## config.mk

```make
export PLATFORM = sky130hd
export DESIGN_NAME = ham_sector_fix
export DESIGN_NICKNAME = d
export VERILOG_FILES = /design/src/rtl/hsf_pkg.sv /design/src/rtl/hsf_classify.sv /design/src/rtl/hsf_rmw_seq.sv /design/src/rtl/ham_sector_fix.sv
export SDC_FILE = /design/constraint.sdc
export NUM_CORES = 1
export LEC_CHECK = 0
export BUFFER_PORTS_ARGS = -buffer_cell sky130_fd_sc_hd__buf_2
export CAP_MARGIN = 20
export CORE_MARGIN = 2
export CORE_UTILIZATION = 55
export CTS_CLUSTER_SIZE = 8
export DETAILED_ROUTE_END_ITERATION = 7
export PLACE_DENSITY = 0.78
export SLEW_MARGIN = 20
export SYNTH_ARGS = -nofsm -noshare
export SYNTH_HDL_FRONTEND = slang
export SYNTH_HIERARCHICAL = 1
export SYNTH_SLANG_ARGS = --single-unit
export TNS_END_PERCENT = 20
```

## constraint.sdc

```tcl
create_clock -name clk -period 13.06 [get_ports clk]
set_input_delay 0.653 -clock clk [delete_from_list [all_inputs] [get_ports clk]]
set_output_delay 0.653 -clock clk [all_outputs]
set_load 0.01 [all_outputs]
```

## src/rtl/hsf_pkg.sv

```systemverilog
// Package: shared types, field positions and the code expansion function
// for the Hamming sector checker. It assumes a 512-byte sector and a
// 3-byte code.
package hsf_pkg;
    localparam int ECC_W          = 24;
    localparam int PACK_W         = 32;
    localparam int SEC_ADDR_W     = 9;
    localparam int BYTE_W         = 8;
    localparam int BIT_IDX_W      = 3;
    localparam int BIT_FIELD_LSB  = 16;
    localparam int BYTE_FIELD_LSB = BIT_FIELD_LSB + BIT_IDX_W;
    localparam int CNT_W          = $clog2(PACK_W + 1);
    localparam int FIX_WEIGHT     = 12;
    localparam logic [PACK_W-1:0] BLANK_SIG = 32'h0FFF_0FFF;

    typedef enum logic [1:0] {
        ST_CLEAN  = 2'd0,
        ST_FIXED  = 2'd1,
        ST_UNCORR = 2'd2,
        ST_ECCERR = 2'd3
    } hsf_status_e;

    // Spread the three code bytes into the 32-bit working layout.
    function automatic logic [PACK_W-1:0] expand_code(input logic [ECC_W-1:0] c);
        return {4'h0, c[23:20], c[15:8], 4'h0, c[19:16], c[7:0]};
    endfunction
endpackage

```

## src/rtl/hsf_classify.sv

```systemverilog
// Module: hsf_classify
// Purpose: takes the two captured codes and works out the outcome class
// and, for a correctable error, the byte address and a one-hot bit mask.
// It is purely combinational. Its inputs are assumed stable while the
// sequencer samples the outputs.
module hsf_classify
    import hsf_pkg::*;
#(
    parameter int ADDR_W = SEC_ADDR_W,
    parameter int DATA_W = BYTE_W
) (
    input  logic [ECC_W-1:0]  stored_code,
    input  logic [ECC_W-1:0]  calc_code,
    output hsf_status_e       cls_status,
    output logic [ADDR_W-1:0] cls_addr,
    output logic [DATA_W-1:0] cls_mask
);
    logic [PACK_W-1:0]    stored_w;
    logic [PACK_W-1:0]    calc_w;
    logic [PACK_W-1:0]    diff_w;
    logic [CNT_W-1:0]     weight;
    logic [BIT_IDX_W-1:0] bit_idx;

    assign stored_w = expand_code(stored_code);
    assign calc_w   = expand_code(calc_code);
    assign diff_w   = stored_w ^ calc_w;
    assign bit_idx  = diff_w[BIT_FIELD_LSB +: BIT_IDX_W];
    assign cls_addr = diff_w[BYTE_FIELD_LSB +: ADDR_W];

    // Count the set bits of the difference.
    always_comb begin
        weight = '0;
        for (int i = 0; i < PACK_W; i++) begin
            weight = weight + CNT_W'(diff_w[i]);
        end
    end

    // One-hot bit-flip mask, one decoder per bit of the byte.
    for (genvar g = 0; g < DATA_W; g++) begin : g_mask
        assign cls_mask[g] = (bit_idx == BIT_IDX_W'(g));
    end

    // Outcome rules, tried in order of priority.
    always_comb begin
        if (diff_w == '0)
            cls_status = ST_CLEAN;
        else if (weight == CNT_W'(FIX_WEIGHT))
            cls_status = ST_FIXED;
        else if (weight == CNT_W'(1))
            cls_status = ST_ECCERR;
        else if (stored_w == BLANK_SIG && calc_w == '0)
            cls_status = ST_CLEAN;
        else
            cls_status = ST_UNCORR;
    end
endmodule

```

## src/rtl/hsf_rmw_seq.sv

```systemverilog
// Module: hsf_rmw_seq
// Purpose: runs one check from start to done. It accepts start, samples
// the outcome, and for a correction reads the byte and writes back one
// inverted bit. It assumes the buffer returns read data one cycle after
// mem_rd_en.
module hsf_rmw_seq
    import hsf_pkg::*;
#(
    parameter int ADDR_W = SEC_ADDR_W,
    parameter int DATA_W = BYTE_W
) (
    input  logic              clk,
    input  logic              rst_n,
    input  logic              start,
    input  hsf_status_e       cls_status,
    input  logic [ADDR_W-1:0] cls_addr,
    input  logic [DATA_W-1:0] cls_mask,
    output logic              accept,
    output logic              done,
    output hsf_status_e       status,
    output logic [ADDR_W-1:0] mem_addr,
    output logic              mem_rd_en,
    input  logic [DATA_W-1:0] mem_rd_data,
    output logic              mem_wr_en,
    output logic [DATA_W-1:0] mem_wr_data
);
    typedef enum logic [2:0] {S_IDLE, S_EVAL, S_READ, S_MOD, S_DONE} seq_state_e;

    seq_state_e        state_q;
    logic [ADDR_W-1:0] addr_q;
    logic [DATA_W-1:0] mask_q;
    hsf_status_e       status_q;
    logic              wrote_q;

    assign accept      = start && (state_q == S_IDLE);
    assign done        = (state_q == S_DONE);
    assign status      = status_q;
    assign mem_addr    = addr_q;
    assign mem_rd_en   = (state_q == S_READ);
    assign mem_wr_en   = (state_q == S_MOD);
    assign mem_wr_data = mem_rd_data ^ mask_q;

    // State progression and capture of the outcome.
    always_ff @(posedge clk) begin
        if (!rst_n) begin
            state_q  <= S_IDLE;
            addr_q   <= '0;
            mask_q   <= '0;
            status_q <= ST_CLEAN;
        end else begin
            unique case (state_q)
                S_IDLE: if (start) state_q <= S_EVAL;
                S_EVAL: begin
                    status_q <= cls_status;
                    if (cls_status == ST_FIXED) begin
                        addr_q  <= cls_addr;
                        mask_q  <= cls_mask;
                        state_q <= S_READ;
                    end else begin
                        state_q <= S_DONE;
                    end
                end
                S_READ:  state_q <= S_MOD;
                S_MOD:   state_q <= S_DONE;
                S_DONE:  state_q <= S_IDLE;
                default: state_q <= S_IDLE;
            endcase
        end
    end

    // Records whether this check has already written the buffer.
    always_ff @(posedge clk) begin
        if (!rst_n)         wrote_q <= 1'b0;
        else if (accept)    wrote_q <= 1'b0;
        else if (mem_wr_en) wrote_q <= 1'b1;
    end

    AST_DONE_PULSE: assert property (@(posedge clk) disable iff (!rst_n)
        done |=> !done);
    AST_DONE_AFTER_WRITE: assert property (@(posedge clk) disable iff (!rst_n)
        mem_wr_en |=> done);
    AST_SINGLE_WRITE: assert property (@(posedge clk) disable iff (!rst_n)
        mem_wr_en |-> !wrote_q);
    AST_READ_BEFORE_WRITE: assert property (@(posedge clk) disable iff (!rst_n)
        mem_rd_en |=> mem_wr_en);
    AST_FLIP_ONE_BIT: assert property (@(posedge clk) disable iff (!rst_n)
        mem_wr_en |-> $countones(mem_wr_data ^ mem_rd_data) == 1);
    AST_FIX_HAS_WRITE: assert property (@(posedge clk) disable iff (!rst_n)
        (done && status == ST_FIXED) |-> wrote_q);
    AST_NOFIX_NO_WRITE: assert property (@(posedge clk) disable iff (!rst_n)
        (done && status != ST_FIXED) |-> !wrote_q);
endmodule

```

## src/rtl/ham_sector_fix.sv

```systemverilog
// Module: ham_sector_fix (top)
// Purpose: captures the stored and computed codes when a check is
// accepted, classifies them, and fixes a single-bit data error in the
// sector buffer. It assumes a synchronous single-port buffer with one
// cycle of read latency.
module ham_sector_fix
    import hsf_pkg::*;
#(
    parameter int ADDR_W = SEC_ADDR_W,
    parameter int DATA_W = BYTE_W,
    parameter int CODE_W = ECC_W
) (
    input  logic              clk,
    input  logic              rst_n,
    input  logic              start,
    input  logic [CODE_W-1:0] stored_ecc,
    input  logic [CODE_W-1:0] calc_ecc,
    output logic              done,
    output logic [1:0]        status,
    output logic [ADDR_W-1:0] mem_addr,
    output logic              mem_rd_en,
    input  logic [DATA_W-1:0] mem_rd_data,
    output logic              mem_wr_en,
    output logic [DATA_W-1:0] mem_wr_data
);
    logic [CODE_W-1:0] stored_q;
    logic [CODE_W-1:0] calc_q;
    logic              accept;
    hsf_status_e       cls_status;
    hsf_status_e       seq_status;
    logic [ADDR_W-1:0] cls_addr;
    logic [DATA_W-1:0] cls_mask;

    // Captures both codes once per accepted check.
    always_ff @(posedge clk) begin
        if (!rst_n) begin
            stored_q <= '0;
            calc_q   <= '0;
        end else if (accept) begin
            stored_q <= stored_ecc;
            calc_q   <= calc_ecc;
        end
    end

    hsf_classify #(.ADDR_W(ADDR_W), .DATA_W(DATA_W)) u_cls (
        .stored_code (stored_q),
        .calc_code   (calc_q),
        .cls_status  (cls_status),
        .cls_addr    (cls_addr),
        .cls_mask    (cls_mask)
    );

    hsf_rmw_seq #(.ADDR_W(ADDR_W), .DATA_W(DATA_W)) u_seq (
        .clk         (clk),
        .rst_n       (rst_n),
        .start       (start),
        .cls_status  (cls_status),
        .cls_addr    (cls_addr),
        .cls_mask    (cls_mask),
        .accept      (accept),
        .done        (done),
        .status      (seq_status),
        .mem_addr    (mem_addr),
        .mem_rd_en   (mem_rd_en),
        .mem_rd_data (mem_rd_data),
        .mem_wr_en   (mem_wr_en),
        .mem_wr_data (mem_wr_data)
    );

    assign status = seq_status;

    AST_RESET_QUIET: assert property (@(posedge clk)
        !rst_n |=> (!done && !mem_rd_en && !mem_wr_en && status == 2'd0));
    AST_NO_ACCEPT_BUSY: assert property (@(posedge clk) disable iff (!rst_n)
        accept |=> !accept);
endmodule

```

# --- Yosys cells after proc, flatten, opt, wreduce, memory -nomap -nowiden ---
# Index checks and enable logic that the tools add are counted.
# W data, S select, Z words.
op_classes:
  add_sub_neg: 31
  eq_ne: 16
  n_mux: 7
  bitwise_logic: 2
  reduce_logical: 7
op_table:
  columns: ["cell", "count"]
  rows:
  - ["$add A6 B1 Y6", 26]
  - ["$logic_not A32 Y1", 2]
  - ["$xor A28 B28 Y28", 1]
  - ["$add A6 B1 Y6 const B", 4]
  - ["$eq A24 B24 Y1 const B", 1]
  - ["$eq A3 B3 Y1 const B", 5]
  - ["$eq A3 B2 Y1 const B", 4]
  - ["$pmux W3 S4", 1]
  - ["$mux W2", 4]
  - ["$xor A8 B8 Y8", 1]
  - ["$eq A3 B1 Y1 const B", 2]
  - ["$eq A6 B1 Y1 const B", 1]
  - ["$eq A6 B4 Y1 const B", 1]
  - ["$logic_not A3 Y1", 2]
  - ["$mux W3", 2]
  - ["$add A1 B1 Y2", 1]
  - ["$eq A2 B1 Y1 const B", 1]
  - ["$logic_and A1 B1 Y1", 2]
  - ["$ne A2 B2 Y1 const B", 1]
  - ["$reduce_and A2 Y1", 1]
totals:
  regBits: 70
  input_bits: 59
  out_inout_bits: 22
  word_cells: 69

# --- Longest topological paths before layout ---
# Gate-level depths: netlist of run 1.
logic_depth:
  ltp_word: 39
  depth_mapped: 22

# --- By module ---
# Netlist of run 1, hierarchy kept.
modules_own_cells:
  columns: ["module", "n_inst", "cells_each", "area_each_um2", "seq_area_each_um2"]
  rows:
  - ["ham_sector_fix", 1, 155, 1845.5, 960.9]
  - ["hsf_classify", 1, 126, 1117.3, 0.0]
  - ["hsf_rmw_seq", 1, 105, 985.9, 440.4]

# --- Worst setup path before layout of run 1 ---
# No wires, ideal clock.
synth_path:
  path_type: "register to register"
  from: "register calc_q[9]"
  to: "register u_seq.mask_q[0]"
  setup_time_ps: 72
  arrival_time_ps: 5586
  path_slack_ps: 7403
  path_stages_with_launch: 20
  n_path_buf: 2
  period_less_slack_ps: 5657
  path_cell_list: "dfxtp_1 xor2_1 inv_2 fa_1 fa_1 fa_1 fa_1 inv_1 fa_1 ha_1 inv_1 fa_1 xor2_1 or3_1 a211oi_1 or3b_1 nor3b_2 buf_6 buf_12 mux2i_1"
synth_via:
  elab_chain_cells: 22
  word_cells_on_any_way: 28
  cone_classes: "15 x add/sub; 3 x eq/ne; 4 x mux; 1 x bitwise; 5 x reduce/logical"
synth_rtl:
  columns: ["item", "line_no", "text"]
  rows:
  - ["start, declared", "ham_sector_fix.sv:27", "logic [CODE_W-1:0] calc_q;"]
  - ["start signal, assigned", "ham_sector_fix.sv:41", "calc_q <= calc_ecc;"]
  - ["$xor A28 B28 Y28 *", "hsf_classify.sv:26", "assign diff_w = stored_w ^ calc_w;"]
  - ["$add A6 B1 Y6 (15 in a row)", "hsf_classify.sv:34", "weight = weight + CNT_W'(diff_w[i]);"]
  - ["$eq A6 B1 Y1", "hsf_classify.sv:49", "else if (weight == CNT_W'(1))"]
  - ["$mux W2", "hsf_classify.sv:49", null]
  - ["$mux W2", "hsf_classify.sv:47", "else if (weight == CNT_W'(FIX_WEIGHT))"]
  - ["$mux W2 *", "hsf_classify.sv:45", "if (diff_w == '0)"]
  - ["named net cls_status[0]", "ham_sector_fix.sv:29", "hsf_status_e cls_status;"]
  - ["$eq A2 B1 Y1 *", "hsf_rmw_seq.sv:55", "if (cls_status == ST_FIXED) begin"]
  - ["$reduce_and A2 Y1 (no source line) *", null, null]
  - ["end signal, assigned", "hsf_rmw_seq.sv:57", "mask_q <= cls_mask;"]
  - ["end, declared", "hsf_rmw_seq.sv:31", "logic [DATA_W-1:0] mask_q;"]
# Mark *: on every way through the listed nets, which the timed path passes. The rest lies on a longest branch.
# A chain may end at the register's enable or synchronous reset.

# --- Worst setup path after layout of run 1 ---
layout_path:
  from: "register stored_q[5]"
  to: "register u_seq.addr_q[7] (netlist: u_seq/mem_addr[7])"
layout_via:
  elab_chain_cells: 34
  word_cells_on_any_way: 39
  cone_classes: "27 x add/sub; 4 x eq/ne; 4 x mux; 1 x bitwise; 3 x reduce/logical"
layout_rtl:
  columns: ["item", "line_no", "text"]
  rows:
  - ["start, declared", "ham_sector_fix.sv:26", "logic [CODE_W-1:0] stored_q;"]
  - ["start signal, assigned", "ham_sector_fix.sv:40", "stored_q <= stored_ecc;"]
  - ["$xor A28 B28 Y28 *", "hsf_classify.sv:26", null]
  - ["$add A6 B1 Y6 (27 in a row)", "hsf_classify.sv:34", null]
  - ["$eq A6 B1 Y1", "hsf_classify.sv:49", null]
  - ["$mux W2", "hsf_classify.sv:49", null]
  - ["$mux W2", "hsf_classify.sv:47", null]
  - ["$mux W2 *", "hsf_classify.sv:45", null]
  - ["named net cls_status[0]", "ham_sector_fix.sv:29", null]
  - ["$eq A2 B1 Y1 *", "hsf_rmw_seq.sv:55", null]
  - ["$reduce_and A2 Y1 (no source line) *", null, null]
  - ["end signal, assigned", "hsf_rmw_seq.sv:56", "addr_q <= cls_addr;"]
  - ["end, declared", "hsf_rmw_seq.sv:30", "logic [ADDR_W-1:0] addr_q;"]
# Marked as above.

==> impl_metrics.tcl, run 1 <==
set metrics [dict create \
    antenna_cells 0 \
    slew_viol_final 0 \
    hold_buffers 0 \
    p_total_mw 0.9706 \
    clock_latency_ns 0.35 \
    die_y_um 88.73 \
    drc 0 \
    fmax_ghz 0.1632 \
    cts_tree "yes" \
    syn_area_um2 3949 \
    numCtsBuffers 9 \
    syn_nets 469 \
    crit_fanout 18 \
    clkSinkCount 70 \
    status "completed" \
    tightest_slew_ns 0.8081 \
    die_area_um2 7873 \
    ys_types 41 \
    reg2reg_depth 18 \
    synth-seq-cells 70 \
    hp-class "reg2reg" \
    antenna_found_initial 0 \
    fin_setup_tns_ns 0 \
    drt_iter0_markers 129 \
    routed_wl_um 8089 \
    clockRootBuffer "clkbuf_8" \
    clockBufferDepth 2 \
    rsz0062_at_grt "false" \
    cap_violations 0 \
    synth_warnings 6 \
    skew_ns 0.007924 \
    grt_pass1_vias 2844 \
    period_share_pct 46.93 \
    slew_headroom_pct 46.13 \
    io_pins 81 \
    synthMuxAreaShare_pct 16.98 \
    vias 2848 \
    leakagePower_nw 2.099 \
    cp.required_ns 13.34 \
    layout.nets 546 \
    yosys.area_share.simple_pct 21.32 \
    finalHoldViolations 0 \
    cts_max_level 3 \
    min_to "u_seq/mem_addr[5]" \
    antenna_left 0 \
    ctsResizeCount 0 \
    netlist_instances 386 \
    min_from "u_seq/mem_addr[5]" \
    n_fill_cell 578 \
    grt.overflow.total 0 \
    min_period_ns 6.129 \
    synth_area_per_cell_um2 10.23 \
    setup_viol 0 \
    utilization_pct 67.23 \
    rrSetupSlack_ns 6.93 \
    synth-compound-area-share_pct 1.172 \
    die_w_um 88.73 \
    cts_setup_buffers 0 \
    dp_hpwl_um 6047 \
    critPathCaptureType "register" \
    path_cells "xor2_1 -> inv_1 -> fa_1 -> fa_1 -> fa_1 -> fa_1 -> inv_1 -> fa_1 -> ha_1 -> inv_1 -> fa_1 -> xor2_1 -> or3_1 -> a211oi_1 -> or3b_1 -> nor3b_2 -> buf_4 -> mux2i_1" \
    grt_usage_pct 21.78 \
    std_cell_rows 30 \
    slowest_delay_ns 0.56 \
    hold_path_depth 2 \
    p_per_area_nw_per_um2 210.2 \
    synth_top_family_by_area "simple AND/OR/NAND/NOR gates" \
    grt_max_degree 88 \
    ys.flop_type "dfxtp_1" \
    initial_utilization_pct 57.49 \
    synthAdderAreaFrac_pct 10.84 \
    grt_pass1_wl_um 13080 \
    r2r_start "stored_q[5]" \
    start_kind "register" \
    port_buffers 80 \
    routed_via_density 5.050 \
    critPathKind "reg2reg" \
    whs_ns 0.4632 \
    dr.pass1.iters 4 \
    ys_async_sr_fraction_pct 0 \
    yosysSeqAreaShare_pct 35.49 \
    crit_arrival_ns 6.40 \
    r2r_end "u_seq/mem_addr[7]" \
    synth_xor_area_share_pct 7.541 \
    cp_common_cell "fa_1" \
    synth_edf_count 0 \
    clkTransAtPathRegs_ns 0.08 \
    area_growth_pct 16.95 \
    cp_slowest_cell "fa_1" \
    final_layout_size_suffix_gt1_share_pct 22.65 \
    routabilityCongestion 0.9012 \
    ir_worst_vdd_uv 104.2 \
    coreArea_um2 6869 \
    routedWlPerCell_um 14.34 \
]
## power breakdown
| group | internal, mW | total (mW) | switching, mW |
|---|---|---|---|
| combinational | 0.218 | 0.492 | 0.274 |
| clock | 0.152 | 0.235 | 0.0828 |
| sequential | 0.229 | 0.243 | 0.0142 |
| total | 0.599 | 0.971 | 0.371 |
## cell usage in the layout, fill, tap and decap left out, types with 10 or more instances in the layout
cell,n
buf_2,80
inv_1,27
nand2_1,37
xor2_1,23
xnor2_1,11
mux2i_1,67
nor2b_1,53
clkbuf_8,10
dfxtp_1,70
fa_1,17
## logic make-up after synthesis
| logic type | count (synthesis) |
|---|---|
| xor gates and xnor gates | 34 |
| adders and majority gates | 24 |
| AOI/OAI and AO/OA | 7 |
| and+or+nand+nor | 137 |
| DFF | 70 |
| muxes | 67 |
| buffers and inverters | 47 |
## per-stage QoR
step / instance area, um^2 / std cells / worst slack (ns)
after floorplan: 3949 / 386 / 7.403
after global placement: 4348 / 548 / 7.125
after detailed placement: 4348 / 548 / 6.993
after CTS: 4618 / 564 / 6.936
after global routing: 4618 / 564 / 6.649
final: 4618 / 564 / 6.931
## cells in the mapped netlist, types with 4 or more instances
library cell | n | area (um^2)
inv_1 | 27 | 101.4
buf_12 | 4 | 80.08
fa_1 | 17 | 340.3
nor3_1 | 6 | 30.03
xnor2_1 | 11 | 96.34
ha_1 | 7 | 87.58
nor2_1 | 7 | 26.28
nand2_1 | 37 | 138.9
and4bb_1 | 7 | 87.58
dfxtp_1 | 70 | 1401
nand4_1 | 6 | 37.54
mux2i_1 | 67 | 670.6
clkbuf_1 | 7 | 26.28
nor2b_1 | 53 | 331.6
xor2_1 | 23 | 201.4
## metal layers
layer | share of wire [%] | global-route usage (%)
met1 | 46 | 28.38
met2 | 46 | 34.06
met3 | 5.4 | 6.250
met4 | 2.5 | 8.953
met5 | 0 | 0
## area by class of cell
class	count	area, um^2	area share, %
well taps	96	120.1	2.601
inverters	30	112.6	2.438
clock buffers	11	141.4	3.062
flip-flops and latches	70	1401	30.34
clock inverters	5	128.9	2.791
repair buffers	83	422.9	9.157
multi-input cells	269	2291	49.61
## worst max-delay path: cells and delay by family (launching register included)
kind,cells,cell delay (ns)
DFF,1,0.39
AOI/OAI and AO/OA,1,0.30
buffers and inverters,4,0.54
adders and majority gates,7,3.17
and+or+nand+nor,3,0.94
muxes,1,0.23
xor gates and xnor gates,2,0.48
## how the worst max path moves through the flow
stage / slack [ns] / cells after the start / startpoint / endpoint
after floorplan: 7.40 / 19 / calc_q[9] / u_seq/mask_q[0]
after global placement: 7.12 / 18 / stored_q[5] / u_seq/mem_addr[2]
after global routing: 6.65 / 18 / calc_q[5] / u_seq/mem_addr[4]
after detailed placement: 6.99 / 18 / calc_q[9] / u_seq/mem_addr[6]
after CTS: 6.94 / 18 / stored_q[5] / u_seq/mem_addr[7]
final: 6.93 / 18 / stored_q[5] / u_seq/mem_addr[7]
## flip-flops by register name, indices dropped and copies added, names as in the netlist
signal / flops
u_seq/status: 2
u_seq/mem_addr: 9
u_seq/state_q: 3
calc_q: 24
stored_q: 24
u_seq/mask_q: 8
Power figures use the tool's default switching activity.
==> run 2: changes to the inputs <==
--- a/config.mk
+++ b/config.mk
@@ -8,10 +8,10 @@
 export BUFFER_PORTS_ARGS = -buffer_cell sky130_fd_sc_hd__buf_2
 export CAP_MARGIN = 20
 export CORE_MARGIN = 2
-export CORE_UTILIZATION = 55
+export CORE_UTILIZATION = 50
 export CTS_CLUSTER_SIZE = 8
 export DETAILED_ROUTE_END_ITERATION = 7
-export PLACE_DENSITY = 0.78
+export PLACE_DENSITY = 0.75
 export SLEW_MARGIN = 20
 export SYNTH_ARGS = -nofsm -noshare
 export SYNTH_HDL_FRONTEND = slang
==> constraint.sdc (replaced) <==
create_clock -name clk -period 5.4 [get_ports clk]
set_input_delay 0.27 -clock clk [delete_from_list [all_inputs] [get_ports clk]]
set_output_delay 0.27 -clock clk [all_outputs]
set_load 0.01 [all_outputs]
==> impl_metrics.tcl, run 2 (synthesized netlist as in run 1, its figures left out) <==
set metrics [dict create \
    place_area_um2 4776 \
    pwr-share-clk_pct 17.3 \
    critPathCaptureType "register" \
    setup_viol 18 \
    grt_usage_pct 21.67 \
    violations "setup timing" \
    slew_headroom_pct 46.47 \
    routed_via_density 4.843 \
    grt_pass1_vias 3029 \
    drt_iter0_markers 95 \
    std_cell_rows 32 \
    io_pins 81 \
    post-place-cells 599 \
    clkTransAtPathRegs_ns 0.08 \
    start_kind "register" \
    routedWlPerCell_um 14.47 \
    final_area_um2 5137 \
    leakagePower_nw 2.375 \
    die_area_um2 8625 \
    crit_arrival_ns 5.92 \
    p_per_area_nw_per_um2 537.4 \
    routed_wl_um 9013 \
    tightest_slew_ns 0.8030 \
    clockRootBuffer "clkbuf_8" \
    ir_worst_vdd_uv 445.3 \
    fmax_ghz 0.1771 \
    numCtsBuffers 9 \
    antenna_cells 0 \
    slew_viol_final 0 \
    r2r_end "u_seq/mem_addr[4]" \
    period_share_pct 104.6 \
    die_y_um 92.87 \
    dr.pass1.iters 4 \
    dp_slack_ns -0.3297 \
    min_period_ns 5.647 \
    layout.nets 599 \
    antenna_left 0 \
    fin_ws_ns -0.2474 \
    grt_max_degree 88 \
    p_sw_mw 1.050 \
    fin_cells 623 \
    whs_ns 0.1839 \
    reg2reg_depth 19 \
    die_w_um 92.87 \
    hp-class "in2reg" \
    finalHoldViolations 0 \
    antenna_found_initial 0 \
    rsz0062_at_grt "true" \
    drc 0 \
    r2r_start "stored_q[21]" \
    vias 3017 \
    hold_path_depth 3 \
    dp_hpwl_um 6776 \
    clockBufferDepth 2 \
    initial_utilization_pct 51.37 \
    min_to "stored_q[23]" \
    grt_pass1_wl_um 14520 \
    grt.overflow.total 0 \
    port_buffers 80 \
    p_comb_share_pct 61.3 \
    critPathKind "reg2reg" \
    seqPwrFrac_pct 21.4 \
    clkSinkCount 70 \
    clock_latency_ns 0.34 \
    power_switching_share_pct 38.02 \
    cts_max_level 3 \
    cap_violations 0 \
    skew_ns 0.01173 \
    rrSetupSlack_ns -0.25 \
    min_from "stored_ecc[23]" \
    final_layout_size_suffix_gt1_share_pct 36.08 \
    area_growth_pct 30.10 \
    final_cell_mix "buf_2 (80), mux2i_1 (67), dfxtp_1 (59)" \
    coreArea_um2 7687 \
    status "finished, violations left" \
    cp.required_ns 5.67 \
    cts_tree "yes" \
    final_common_cell "buf_2" \
    intPower_mw 1.711 \
    routabilityCongestion 0.8497 \
    crit_fanout 7 \
]
run 2: cell type report:
class	count	area (um^2)
inverters	30	112.6
fillers	626	2550
clock inverters	5	81.33
flip-flops and latches	70	1415
multi-input cells	269	2399
well taps	102	127.6
clock buffers	11	141.4
repair buffers	136	860.8
run 2: worst max-delay path by stage:
stage | startpoint | to | slack (ns) | depth (start not counted)
floorplan | stored_q[15] | u_seq/mask_q[0] | -0.1 | 19
global placement | stored_q[5] | u_seq/mask_q[1] | -0.17 | 18
detailed placement | stored_q[5] | u_seq/mask_q[4] | -0.33 | 18
CTS | calc_q[21] | u_seq/mem_addr[3] | -0.30 | 19
global route | calc_q[15] | u_seq/mem_addr[8] | -0.39 | 19
finish | stored_q[21] | u_seq/mem_addr[4] | -0.25 | 19
run 2: through the flow:
| stage | TNS (ns) | power [mW] | utilization, % |
|---|---|---|---|
| final | -3.692 | 2.761 | 66.83 |
| after global placement | -2.926 | 1.999 | 62.13 |
| after global routing | -6.444 | 2.958 | 66.83 |
| after CTS | -4.911 | 2.627 | 66.13 |
| after floorplan | -0.9971 | 1.599 | - |
| after detailed placement | -5.412 | 2.053 | 62.13 |
run 2: power by group through the flow:
stage / Sequential, mW / Clock [mW] / Combinational, mW
after floorplan: 0.596 / 0 / 1.00
after global placement: 0.599 / 0 / 1.40
after detailed placement: 0.601 / 0 / 1.45
after CTS: 0.590 / 0.485 / 1.55
after global routing: 0.597 / 0.512 / 1.85
final: 0.591 / 0.478 / 1.69
run 2: routing by layer:
metal,up-vias,GRT usage (%),share of wire [%]
li1,1528,-,-
met1,1383,27.33,44
met2,96,38.29,50
met3,10,4.475,4.7
met4,0,4.534,0.71
met5,-,0,0
run 2: repair_timing:
action                     CTS  global route
gates resized for setup      7            10
hold buffers                 0             0
pin swaps                    9             8
setup buffers                4             3
setup endpoints to repair   18            20
gates cloned                 1             0
run 2: critical path, cell delays in order, from the launching register on:
cell	delay (ns)
dfxtp_2	0.36
xor2_2	0.16
inv_1	0.08
fa_1	0.47
fa_1	0.53
fa_1	0.44
fa_1	0.54
inv_1	0.05
fa_1	0.49
ha_2	0.19
inv_2	0.04
fa_2	0.36
xor2_2	0.16
or3_1	0.36
a211oi_2	0.22
or3b_4	0.43
nor3b_4	0.21
buf_6	0.16
buf_12	0.13
mux2i_1	0.19
==> run 3: changes to the inputs <==
--- a/config.mk
+++ b/config.mk
@@ -8,13 +8,12 @@
 export BUFFER_PORTS_ARGS = -buffer_cell sky130_fd_sc_hd__buf_2
 export CAP_MARGIN = 20
 export CORE_MARGIN = 2
-export CORE_UTILIZATION = 50
+export CORE_UTILIZATION = 49
 export CTS_CLUSTER_SIZE = 8
 export DETAILED_ROUTE_END_ITERATION = 7
-export PLACE_DENSITY = 0.75
+export PLACE_DENSITY = 0.74
 export SLEW_MARGIN = 20
 export SYNTH_ARGS = -nofsm -noshare
 export SYNTH_HDL_FRONTEND = slang
-export SYNTH_HIERARCHICAL = 1
 export SYNTH_SLANG_ARGS = --single-unit
-export TNS_END_PERCENT = 20
+export TNS_END_PERCENT = 10
==> impl_metrics.tcl, run 3 <==
set metrics [dict create \
    synth.most_common_cell "nand2_1" \
    cts_max_level 3 \
    fin_ws_ns -0.02370 \
    coreArea_um2 7370 \
    final_layout_size_suffix_gt1_share_pct 25.29 \
    rsz0062_at_grt "true" \
    n_fill_cell 649 \
    grt_pass1_wl_um 14360 \
    grt.overflow.total 0 \
    path_cells "xor2_2 -> inv_2 -> ha_4 -> inv_2 -> fa_1 -> fa_1 -> fa_1 -> fa_1 -> fa_1 -> fa_2 -> fa_2 -> nor2b_4 -> nand2_2 -> nor4_4 -> buf_4 -> a21oi_1 -> a41o_1" \
    fin_setup_tns_ns -0.07561 \
    area_growth_pct 23.57 \
    drt_iter0_markers 127 \
    die_area_um2 8419 \
    synth-seq-cells 70 \
    routabilityCongestion 0.8882 \
    slew_headroom_pct 55.30 \
    netlist_instances 428 \
    start_kind "register" \
    fmax_ghz 0.1844 \
    antenna_cells 0 \
    period_share_pct 100.4 \
    status "finished, violations left" \
    initial_utilization_pct 51.21 \
    hold_buffers 0 \
    skew_ns 0.009552 \
    violations "setup timing" \
    finalHoldViolations 0 \
    final_common_cell "nand2_1" \
    cap_violations 0 \
    port_buffers 80 \
    grt_usage_pct 21.32 \
    clock_latency_ns 0.35 \
    synth.area.top_cells "dfxtp_1 (37%), nand2_1 (12%), fa_1 (9.0%), a21boi_0 (5.0%), a21boi_1 (4.6%)" \
    clockRootBuffer "clkbuf_8" \
    cp.required_ns 5.65 \
    numCtsBuffers 9 \
    rrSetupSlack_ns -0.02 \
    dp_slack_ns -0.02210 \
    critPathBufInv 3 \
    clkSinkCount 70 \
    slowest_delay_ns 0.57 \
    tightest_slew_ns 0.6706 \
    final_cell_mix "nand2_1 (115), buf_2 (80), dfxtp_1 (68)" \
    clkTransAtPathRegs_ns 0.08 \
    crit_fanout 8 \
    routed_via_density 5.188 \
    dr.pass1.iters 5 \
    grt_max_degree 82 \
    yosysSeqAreaShare_pct 37.14 \
    syn_nets 512 \
    synth_area_per_cell_um2 8.817 \
    critPathCaptureType "register" \
    min_period_ns 5.424 \
    path_delay_family "adder cells" \
    synth_common_cells "nand2_1 (116), dfxtp_1 (70), inv_1 (26)" \
    dp_hpwl_um 6398 \
    routedWlPerCell_um 14.06 \
    io_pins 81 \
    grt_pass1_vias 3120 \
    ys_async_sr_fraction_pct 0 \
    slew_viol_final 0 \
    antenna_found_initial 0 \
    fin_cells 617 \
    cp_slowest_cell "fa_2" \
    post-place-cells 596 \
    synth_warnings 0 \
    hp-class "in2reg" \
    critPathKind "reg2reg" \
    synth.top_cell.area_share_pct 37.14 \
    antenna_left 0 \
    ys_types 39 \
    cp_common_cell "fa_1" \
    ys.flop_type "dfxtp_1" \
    clockBufferDepth 2 \
    cts_tree "yes" \
    vias 3201 \
    std_cell_rows 31 \
    synth_area_leader_cell "dfxtp_1" \
    setup_viol 7 \
    routed_wl_um 8675 \
    die_w_um 91.76 \
    syn_area_um2 3774 \
    die_y_um 91.76 \
    synth_edf_count 0 \
    layout.nets 597 \
    crit_arrival_ns 5.67 \
    drc 0 \
]
==> run 3: cell families (layout without fill, tap and decap cells) <==
kind of cell	Yosys count	in the layout	synth area share (%)
simple gates	177	179	21.78
flops	70	70	37.14
compound gates	63	63	12.93
buf+inv	47	135	5.404
xor+xnor	34	34	7.891
fa+ha+maj	25	25	11.67
mux	12	12	3.183
==> run 3: metal layers <==
layer  share of wire [%]  GRT usage [%]  vias up
li1                    -              -     1580
met1                  45          27.43     1526
met2                  49          36.46       82
met3                 4.8          3.862       13
met4                 1.3          6.592        0
met5                   0              0        -
==> run 3: worst register-to-register path: cells and delay by family (launching register included) <==
family                   cells  cell delay [ns]
adder cells (fa/ha/maj)      8             3.60
AND/OR/NAND/NOR              3             0.63
flip-flops                   1             0.36
buffers and inverters        3             0.32
AO/OA/AOI/OAI                2             0.26
XOR/XNOR                     1             0.16
==> run 3: path summary, 6_finish.rpt <==
path | from | endpoint | cells after the start
worst max-delay path | stored_q[1] | u_seq.mask_q[0] | 17
worst min-delay path | calc_ecc[9] | calc_q[9] | 3
worst max register to register | stored_q[1] | u_seq.mask_q[0] | 17
worst min register to register | u_seq.mem_addr[2] | u_seq.mem_addr[2] | 2
==> run 3: layout make-up <==
class	instances	area (um^2)	share of cell area (%)
Clock inverter	5	103.9	2.227
Inverter	26	97.59	2.093
Tap cell	99	123.9	2.656
Clock buffer	11	151.4	3.247
Sequential cell	70	1406	30.16
Timing Repair Buffer	93	501.7	10.76
Multi-Input combinational cell	313	2278	48.86
==> run 3: repair_timing <==
| item | in CTS | in global routing |
|---|---|---|
| pin swaps | 2 | 4 |
| resized for setup | 3 | 9 |
| endpoints found under the hold margin | 0 | 0 |
| gates cloned | 1 | 1 |
| buffers inserted | 0 | 3 |
| setup endpoints to repair | 13 | 20 |
==> run 3: metrics by stage <==
stage	hold WS, ns	utilization, %	instance area [um^2]
final	0.1465	63.28	4663
after global routing	0.1445	63.28	4663
after CTS	0.1358	62.36	4596
after detailed placement	0.4614	58.42	4305
after global placement	0.4425	58.42	4305
after floorplan	0.3973	-	3812
Power of run 3 is left out: the tool's default activity adds up to more than one toggle a clock period on the data nets, which glitch-free logic cannot reach.
